**src/rtl/trap_pkg.sv**
```systemverilog
package trap_pkg;

  typedef enum logic [3:0] {
    EXC_NONE   = 4'd0,
    EXC_ALIGN  = 4'd1,
    EXC_PROG   = 4'd2,
    EXC_FPU    = 4'd3,
    EXC_DEC    = 4'd4,
    EXC_SC     = 4'd5,
    EXC_TRACE  = 4'd6,
    EXC_IMISS  = 4'd7,
    EXC_DLMISS = 4'd8,
    EXC_DSMISS = 4'd9
  } exc_e;

  // synchronous cause requests, already qualified by a completing instruction
  typedef struct packed {
    logic imiss;
    logic dlmiss;
    logic dsmiss;
    logic align;
    logic prog;
    logic fpu;
    logic sc;
    logic trace;
  } sync_req_t;

  // program subtype bit positions
  localparam int PSUB_FPEN  = 0;
  localparam int PSUB_ILL   = 1;
  localparam int PSUB_PRIV  = 2;
  localparam int PSUB_TRAP  = 3;

  function automatic logic [31:0] trap_vec_of(input exc_e c);
    logic [31:0] v;
    case (c)
      EXC_ALIGN:  v = 32'h0000_0600;
      EXC_PROG:   v = 32'h0000_0700;
      EXC_FPU:    v = 32'h0000_0800;
      EXC_DEC:    v = 32'h0000_0900;
      EXC_SC:     v = 32'h0000_0C00;
      EXC_TRACE:  v = 32'h0000_0D00;
      EXC_IMISS:  v = 32'h0000_1000;
      EXC_DLMISS: v = 32'h0000_1100;
      EXC_DSMISS: v = 32'h0000_1200;
      default:    v = 32'h0000_0000;
    endcase
    return v;
  endfunction

  // true when the address low bits are not a multiple of the access size
  function automatic logic trap_misaligned(input logic [2:0] ea, input logic [1:0] sz);
    logic bad;
    case (sz)
      2'd0:    bad = 1'b0;
      2'd1:    bad = ea[0];
      2'd2:    bad = |ea[1:0];
      default: bad = |ea[2:0];
    endcase
    return bad;
  endfunction

  // keep only the highest-priority subtype: illegal, privileged, fp enabled, trap
  function automatic logic [3:0] trap_pick_sub(input logic [3:0] raw);
    logic [3:0] s;
    s = 4'b0000;
    if (raw[PSUB_ILL])       s[PSUB_ILL]  = 1'b1;
    else if (raw[PSUB_PRIV]) s[PSUB_PRIV] = 1'b1;
    else if (raw[PSUB_FPEN]) s[PSUB_FPEN] = 1'b1;
    else if (raw[PSUB_TRAP]) s[PSUB_TRAP] = 1'b1;
    return s;
  endfunction

endpackage

```
**src/rtl/trap_dec_timer.sv**
```systemverilog
module trap_dec_timer
  import trap_pkg::*;
#(
  parameter int DEC_W = 32
) (
  input  logic             clk,
  input  logic             rst_n,
  input  logic             tick,
  input  logic             wr,
  input  logic [DEC_W-1:0] wdata,
  input  logic             grant,
  output logic [DEC_W-1:0] value,
  output logic             pend,
  output logic             msb_rise
);

  localparam int MSB = DEC_W - 1;

  logic [DEC_W-1:0] cnt_q;
  logic [DEC_W-1:0] cnt_next;
  logic             pend_q;

  always_comb begin
    if (wr)
      cnt_next = wdata;
    else if (tick)
      cnt_next = cnt_q - DEC_W'(1);
    else
      cnt_next = cnt_q;
  end

  assign msb_rise = cnt_next[MSB] & ~cnt_q[MSB];

  always_ff @(posedge clk or negedge rst_n) begin
    if (!rst_n) begin
      cnt_q  <= '0;
      pend_q <= 1'b0;
    end else begin
      cnt_q <= cnt_next;
      if (msb_rise)
        pend_q <= 1'b1;
      else if (grant)
        pend_q <= 1'b0;
    end
  end

  assign value = cnt_q;
  assign pend  = pend_q;

  assert_dec_load_R10: assert property (@(posedge clk) disable iff (!rst_n)
    wr |=> (value == $past(wdata)));

  assert_dec_step_R10: assert property (@(posedge clk) disable iff (!rst_n)
    (tick && !wr) |=> (value == $past(value) - DEC_W'(1)));

  assert_dec_hold_R10: assert property (@(posedge clk) disable iff (!rst_n)
    (!tick && !wr) |=> $stable(value));

  assert_dec_pend_R11: assert property (@(posedge clk) disable iff (!rst_n)
    $rose(value[MSB]) |-> pend);

  assert_dec_keep_R11: assert property (@(posedge clk) disable iff (!rst_n)
    (pend && !grant) |=> pend);

endmodule

```
**src/rtl/trap_cause_detect.sv**
```systemverilog
module trap_cause_detect
  import trap_pkg::*;
(
  input  logic       cmp_valid,
  input  logic       cls_fp,
  input  logic       cls_fp_mem,
  input  logic       cls_single_mem,
  input  logic       cls_multi,
  input  logic       cls_resv,
  input  logic       cls_string,
  input  logic       cls_cbz,
  input  logic       cls_branch,
  input  logic       cls_sc,
  input  logic       cls_priv,
  input  logic       cls_spr_move,
  input  logic       spr_bad,
  input  logic       spr_hi,
  input  logic       cls_illegal,
  input  logic       trap_hit,
  input  logic       acc_load,
  input  logic       acc_store,
  input  logic [2:0] ea_lo,
  input  logic [1:0] acc_size,
  input  logic       attr_wt,
  input  logic       attr_ci,
  input  logic       imiss,
  input  logic       dmiss,
  input  logic       msr_pr,
  input  logic       msr_fp,
  input  logic       msr_fe0,
  input  logic       msr_fe1,
  input  logic       msr_se,
  input  logic       msr_be,
  input  logic       msr_le,
  input  logic       fpscr_fex,
  output sync_req_t  req,
  output logic [3:0] psub_raw
);

  // named alignment events
  logic word_off;
  logic al_fpmem;
  logic al_word_ops;
  logic al_le_single;
  logic al_le_multi;
  logic al_cbz;
  logic align_any;

  // named program events
  logic pg_fpen;
  logic pg_ill;
  logic pg_priv;
  logic pg_trap;

  assign word_off     = |ea_lo[1:0];
  assign al_fpmem     = cls_fp_mem & word_off;
  assign al_word_ops  = (cls_multi | cls_resv) & word_off;
  assign al_le_single = cls_single_mem & msr_le & trap_misaligned(ea_lo, acc_size);
  assign al_le_multi  = (cls_multi | cls_string) & msr_le;
  assign al_cbz       = cls_cbz & (attr_wt | attr_ci);
  assign align_any    = al_fpmem | al_word_ops | al_le_single | al_le_multi | al_cbz;

  assign pg_fpen = cls_fp & (msr_fe0 | msr_fe1) & fpscr_fex;
  assign pg_ill  = cls_illegal;
  assign pg_priv = msr_pr & (cls_priv | (cls_spr_move & spr_bad & spr_hi));
  assign pg_trap = trap_hit;

  always_comb begin
    psub_raw            = 4'b0000;
    psub_raw[PSUB_FPEN] = pg_fpen;
    psub_raw[PSUB_ILL]  = pg_ill;
    psub_raw[PSUB_PRIV] = pg_priv;
    psub_raw[PSUB_TRAP] = pg_trap;
  end

  always_comb begin
    req.imiss  = cmp_valid & imiss;
    req.dlmiss = cmp_valid & dmiss & acc_load;
    req.dsmiss = cmp_valid & dmiss & acc_store;
    req.align  = cmp_valid & align_any;
    req.prog   = cmp_valid & (|psub_raw);
    req.fpu    = cmp_valid & cls_fp & ~msr_fp;
    req.sc     = cmp_valid & cls_sc;
    req.trace  = cmp_valid & (msr_se | (cls_branch & msr_be));
  end

  always_comb begin
    assert_valid_gate_R13: assert (cmp_valid || (req == '0));
  end

endmodule

```
**src/rtl/trap_prio_enc.sv**
```systemverilog
module trap_prio_enc
  import trap_pkg::*;
#(
  parameter int VEC_W = 20
) (
  input  logic             clk,
  input  logic             rst_n,
  input  sync_req_t        req,
  input  logic [3:0]       psub_raw,
  input  logic             dec_req,
  output logic             dec_grant,
  output logic             take_o,
  output logic [VEC_W-1:0] vec_o,
  output logic [3:0]       cause_o,
  output logic [3:0]       psub_o
);

  exc_e        sel;
  logic [31:0] sel_vec;
  logic [3:0]  sel_sub;

  logic             take_q;
  logic [VEC_W-1:0] vec_q;
  exc_e             cause_q;
  logic [3:0]       psub_q;

  always_comb begin
    sel = EXC_NONE;
    if (req.imiss)       sel = EXC_IMISS;
    else if (req.dlmiss) sel = EXC_DLMISS;
    else if (req.dsmiss) sel = EXC_DSMISS;
    else if (req.align)  sel = EXC_ALIGN;
    else if (req.prog)   sel = EXC_PROG;
    else if (req.fpu)    sel = EXC_FPU;
    else if (req.sc)     sel = EXC_SC;
    else if (req.trace)  sel = EXC_TRACE;
    else if (dec_req)    sel = EXC_DEC;
  end

  assign sel_vec   = trap_vec_of(sel);
  assign sel_sub   = (sel == EXC_PROG) ? trap_pick_sub(psub_raw) : 4'b0000;
  assign dec_grant = (sel == EXC_DEC);

  always_ff @(posedge clk or negedge rst_n) begin
    if (!rst_n) begin
      take_q  <= 1'b0;
      vec_q   <= '0;
      cause_q <= EXC_NONE;
      psub_q  <= 4'b0000;
    end else begin
      take_q  <= (sel != EXC_NONE);
      vec_q   <= sel_vec[VEC_W-1:0];
      cause_q <= sel;
      psub_q  <= sel_sub;
    end
  end

  assign take_o  = take_q;
  assign vec_o   = vec_q;
  assign cause_o = cause_q;
  assign psub_o  = psub_q;

  assert_vec_legal_R2: assert property (@(posedge clk) disable iff (!rst_n)
    take_o |-> (vec_o inside {VEC_W'(32'h600), VEC_W'(32'h700), VEC_W'(32'h800),
                              VEC_W'(32'h900), VEC_W'(32'hC00), VEC_W'(32'hD00),
                              VEC_W'(32'h1000), VEC_W'(32'h1100), VEC_W'(32'h1200)}));

  assert_idle_zero_R13: assert property (@(posedge clk) disable iff (!rst_n)
    !take_o |-> (cause_o == 4'd0 && vec_o == '0 && psub_o == 4'b0000));

  assert_sub_onehot_R12: assert property (@(posedge clk) disable iff (!rst_n)
    (cause_o == 4'd2) |-> ($countones(psub_o) == 1));

  assert_sub_other_R12: assert property (@(posedge clk) disable iff (!rst_n)
    (cause_o != 4'd2) |-> (psub_o == 4'b0000));

  assert_dec_last_R12: assert property (@(posedge clk) disable iff (!rst_n)
    (take_o && cause_o == 4'd4) |-> ($past(req) == '0));

  assert_dec_enable_R11: assert property (@(posedge clk) disable iff (!rst_n)
    (take_o && cause_o == 4'd4) |-> $past(dec_req));

endmodule

```
**src/rtl/trap_select.sv**
```systemverilog
module trap_select
  import trap_pkg::*;
#(
  parameter int DEC_W = 32,
  parameter int VEC_W = 20
) (
  input  logic             clk,
  input  logic             rst_n,
  input  logic             cmp_valid,
  input  logic             cls_fp,
  input  logic             cls_fp_mem,
  input  logic             cls_single_mem,
  input  logic             cls_multi,
  input  logic             cls_resv,
  input  logic             cls_string,
  input  logic             cls_cbz,
  input  logic             cls_branch,
  input  logic             cls_sc,
  input  logic             cls_priv,
  input  logic             cls_spr_move,
  input  logic             spr_bad,
  input  logic             spr_hi,
  input  logic             cls_illegal,
  input  logic             trap_hit,
  input  logic             acc_load,
  input  logic             acc_store,
  input  logic [2:0]       ea_lo,
  input  logic [1:0]       acc_size,
  input  logic             attr_wt,
  input  logic             attr_ci,
  input  logic             imiss,
  input  logic             dmiss,
  input  logic             msr_pr,
  input  logic             msr_fp,
  input  logic             msr_fe0,
  input  logic             msr_fe1,
  input  logic             msr_ee,
  input  logic             msr_se,
  input  logic             msr_be,
  input  logic             msr_le,
  input  logic             fpscr_fex,
  input  logic             tb_tick,
  input  logic             dec_wr,
  input  logic [DEC_W-1:0] dec_wdata,
  output logic [DEC_W-1:0] dec_value,
  output logic             take_o,
  output logic [VEC_W-1:0] vec_o,
  output logic [3:0]       cause_o,
  output logic [3:0]       psub_o
);

  sync_req_t  req;
  logic [3:0] psub_raw;
  logic       dec_pend;
  logic       dec_rise;
  logic       dec_req;
  logic       dec_grant;

  trap_cause_detect u_detect (
    .cmp_valid      (cmp_valid),
    .cls_fp         (cls_fp),
    .cls_fp_mem     (cls_fp_mem),
    .cls_single_mem (cls_single_mem),
    .cls_multi      (cls_multi),
    .cls_resv       (cls_resv),
    .cls_string     (cls_string),
    .cls_cbz        (cls_cbz),
    .cls_branch     (cls_branch),
    .cls_sc         (cls_sc),
    .cls_priv       (cls_priv),
    .cls_spr_move   (cls_spr_move),
    .spr_bad        (spr_bad),
    .spr_hi         (spr_hi),
    .cls_illegal    (cls_illegal),
    .trap_hit       (trap_hit),
    .acc_load       (acc_load),
    .acc_store      (acc_store),
    .ea_lo          (ea_lo),
    .acc_size       (acc_size),
    .attr_wt        (attr_wt),
    .attr_ci        (attr_ci),
    .imiss          (imiss),
    .dmiss          (dmiss),
    .msr_pr         (msr_pr),
    .msr_fp         (msr_fp),
    .msr_fe0        (msr_fe0),
    .msr_fe1        (msr_fe1),
    .msr_se         (msr_se),
    .msr_be         (msr_be),
    .msr_le         (msr_le),
    .fpscr_fex      (fpscr_fex),
    .req            (req),
    .psub_raw       (psub_raw)
  );

  trap_dec_timer #(.DEC_W(DEC_W)) u_timer (
    .clk      (clk),
    .rst_n    (rst_n),
    .tick     (tb_tick),
    .wr       (dec_wr),
    .wdata    (dec_wdata),
    .grant    (dec_grant),
    .value    (dec_value),
    .pend     (dec_pend),
    .msb_rise (dec_rise)
  );

  assign dec_req = dec_pend & msr_ee;

  trap_prio_enc #(.VEC_W(VEC_W)) u_prio (
    .clk       (clk),
    .rst_n     (rst_n),
    .req       (req),
    .psub_raw  (psub_raw),
    .dec_req   (dec_req),
    .dec_grant (dec_grant),
    .take_o    (take_o),
    .vec_o     (vec_o),
    .cause_o   (cause_o),
    .psub_o    (psub_o)
  );

  assert_sync_needs_valid_R13: assert property (@(posedge clk) disable iff (!rst_n)
    (take_o && cause_o != 4'd4) |-> $past(cmp_valid));

  assert_rise_sets_pend_R11: assert property (@(posedge clk) disable iff (!rst_n)
    dec_rise |=> dec_pend);

  assert_no_dec_when_masked_R11: assert property (@(posedge clk) disable iff (!rst_n)
    (!msr_ee && req == '0) |=> !take_o);

endmodule

```
**config.mk**
```make
export PLATFORM = sky130hd
export DESIGN_NAME = trap_select
export DESIGN_NICKNAME = d
export VERILOG_FILES = /design/src/rtl/trap_pkg.sv /design/src/rtl/trap_dec_timer.sv /design/src/rtl/trap_cause_detect.sv /design/src/rtl/trap_prio_enc.sv /design/src/rtl/trap_select.sv
export SDC_FILE = /design/constraint.sdc
export NUM_CORES = 1
export LEC_CHECK = 0
export CAP_MARGIN = 25
export CORE_MARGIN = 1.5
export CORE_UTILIZATION = 37
export DETAILED_ROUTE_END_ITERATION = 7
export PLACE_DENSITY = 0.87
export SLEW_MARGIN = 20
export SYNTH_ARGS = -nofsm -noshare
export SYNTH_HDL_FRONTEND = slang
export SYNTH_SLANG_ARGS = --single-unit
```
**constraint.sdc**
```tcl
create_clock -name clk -period 2.1 [get_ports clk]
set_clock_uncertainty 0.2 [all_clocks]
set_input_delay 0.21 -clock clk [delete_from_list [all_inputs] [get_ports clk]]
set_output_delay 0.21 -clock clk [all_outputs]
set_load 0.05 [all_outputs]
```
==> run metrics <==
Synth Warn # 0; compound-cell area share of the yosys netlist 15.7%; Post-Synth XOR/XNOR Area 9.49%; I/O pins 133; Critical Path Fanout Max 4; Final Util 67.7%; cell area after layout 4680 sq um; hold path cells 4; Area after DPL 4270 sq um; Initial DRT Pass Iterations 4; Max Cap Viol 0; mux contribution to synthesized area 0%; routed length per placed instance 14.7 microns; CP Launch Type flop; FMAX 0.431 GHz; fin crit share 111%; layout cell share with drive strength beyond 1 26.8%; antenna violations before repair 0; kind of critical path flop to flop; Max-slew headroom 59.6%; min-delay src msr_pr; Synth Cell Area 2680 sq um; Storage cell area 1190 sq um; min-delay worst type input pin to flop; Synth Flop Type dfrtp_1; Initial DRC Count 93; # rows 30; worst flop-to-flop path endpoint u_timer.value[15]; Vias per Instance 4.85; crit-path max cell delay 0.57 ns; Crit. End Element flop; status finished, violations left; Post-synth EDFFs 0; failing checks negative setup slack; cell leakage power 0.00216 uW; Multi-input gate area 1540 sq um; fin crit period 2.32 ns; Worst R2R Start u_timer.value[5]; vias in the first global route 2822; worst-case reg-to-reg path depth 6; synthesized flop and latch total 47; area grow syn2layout 74.9%; top cells by area, synth dfrtp_1 44%, nand2_1 7.2%, o21ai_0 6.0%, xor2_1 5.2%, xnor2_1 4.3%; met1 Usage GRT 23.3%; Finish-stage setup viols 25; GP Congestion 0.788; ys async rst share 100%; gr busiest metal met2; arrival time worst endpoint 2.32 ns; FF-to-FF setup slack -0.22 ns; Slew @ Worst Pin 0.606 ns; pin count of the biggest net entering global routing 48; GR Layer Usage met2 38.9%; Nets 539; syn_area_per_cell 9.10 sq um; Die Height 88.0 microns; via count 2726; clk slew on worst S/H paths 0.09 ns; crit-path cells or4_4 > or4b_4 > buf_4 > nor3_4 > xnor2_1 > o21ai_1; most numerous cell in the Yosys netlist nand2_1; Worst IR Drop VDD 0.308 mV; H-tree depth 2; largest family of logic cells by synthesized area simple AND/OR/NAND/NOR gates; Hold Path End u_prio.psub_o[2]; total grt overflow 0; Num Clock Sinks 47; fin. max-slew vios 0; HPWL after DPL 6120 microns; PwrDens 579 nW/um^2; # port buffers 117; drc violations 0; RSZ-0062 raised after global routing yes; All-Layer GR Usage 20.8%; CP max stage cell or4_4; full die area 7750 sq um; Critical Path RT 2.09 ns; Mapped Cells 294; cell taking the most area after synthesis dfrtp_1; Routed Antenna Nets 0; first-pass GRT wire length 12600 microns; routed wire length 8280 microns; simple logic cell fraction of the synthesized area 22.0%; Core Region 6910 sq um; Longest Clk Path Bufs 2; Antenna Cells 0; clk_lat worst skew 0.30 ns; post-synthesis adder-cell area fraction 0.935%; top-area cell type share of the netlist area 44.0%; grt met3 use 5.37%; register area share after synthesis 44.0%; Die Wd 88.0 microns; Synth cell types 48; CTS tree yes; CTS buffer count 5; Root Buffer clkbuf_8; final setup margin -0.223 ns; Post-synth top cells 51 x nand2_1, 47 x dfrtp_1, 32 x o21ai_0, 16 x nor2_1, 16 x xor2_1; Hold Vio Cnt, Final 0; Fill cells 540; initial core utilization 38.7%
[critical path: cells and delay by family (launching register included)]
family                 cells  cell delay (ns)
AND/OR/NAND/NOR            3             1.22
flip-flops                 1             0.41
buffers and inverters      1             0.17
XOR/XNOR                   1             0.13
AO/OA/AOI/OAI              1             0.08
[per-stage QoR]
stage          cells  total power [uW]  worst slack [ns]  TNS [ns]  hold slack (ns)
3_3_place_gp     543              2100            -0.497     -5.73            0.132
4_1_cts          555              2690            -0.245     -2.95            0.195
2_1_floorplan    308              1650            -0.266     -3.36           -0.286
5_1_grt          562              2840            -0.291     -5.32            0.173
6_report         562              2710            -0.223     -2.82            0.154
3_5_place_dp     543              2120            -0.452     -6.64            0.149
[worst max path at each step]
stage / slack, ns / cells past startpoint / end / startpoint
3_3_place_gp: -0.50 / 8 / u_timer.pend / cls_spr_move
6_report: -0.22 / 6 / u_timer.value[15] / u_timer.value[5]
5_1_grt: -0.29 / 6 / u_timer.value[15] / u_timer.value[5]
2_1_floorplan: -0.27 / 6 / u_timer.value[19] / u_timer.value[5]
3_5_place_dp: -0.45 / 8 / u_timer.pend / cls_spr_move
4_1_cts: -0.24 / 6 / u_timer.value[13] / u_timer.value[5]
[layer usage]
layer | up-vias | share of wire, %
met5 | - | 0
met4 | 0 | 1.9
met3 | 16 | 6.9
met2 | 111 | 52
met1 | 1272 | 39
li1 | 1327 | -
[cell families after synthesis]
logic type	count (synthesis)
simple gates	108
compound gates	70
flops	47
buf+inv	37
xor+xnor	29
fa+ha+maj	2
other cells	1
[layout by cell type, fill, tap and decap left out, types with 6 or more instances in the layout]
cell / Yosys / layout
a21oi_1: 11 / 7
dfrtp_2: 0 / 13
nor2_1: 16 / 10
o21ai_0: 32 / 21
conb_1: 1 / 15
dlymetal6s2s_1: 0 / 27
inv_1: 10 / 9
dfrtp_1: 47 / 34
xor2_1: 16 / 16
xnor2_1: 13 / 13
clkdlybuf4s50_1: 0 / 87
buf_4: 15 / 58
nand2_1: 51 / 51
or3_1: 7 / 6
o21ai_1: 5 / 15
[power by group]
part	internal, uW	switching [uW]	leakage [uW]
clock network	232	315	0.0000402
registers	991	61.0	0.000564
logic	459	651	0.00155
total	1680	1030	0.00216
[final cells by class]
type / instances / share of cell area, %
Multi-Input combinational cell: 224 / 33.0
Sequential cell: 47 / 25.5
Clock buffer: 5 / 1.47
Tap cell: 96 / 2.57
Inverter: 10 / 0.802
Clock inverter: 3 / 0.428
Timing Repair Buffer: 177 / 36.2
[sequential cells by signal, indices dropped and copies added, names as in the netlist]
register / flops
u_prio.cause_o: 4
u_prio.psub_o: 4
u_prio.take_o: 1
u_prio.vec_o: 5
u_timer.pend: 1
u_timer.value: 32
[repair_timing]
action	in CTS	in global routing
hold buffers	1	0
gates resized for setup	15	51
hold endpoints to repair	47	0
pin swaps	8	20
buffers inserted	3	7
endpoints found under the setup margin	30	33
Note: power is estimated with default switching activity, not from simulation.
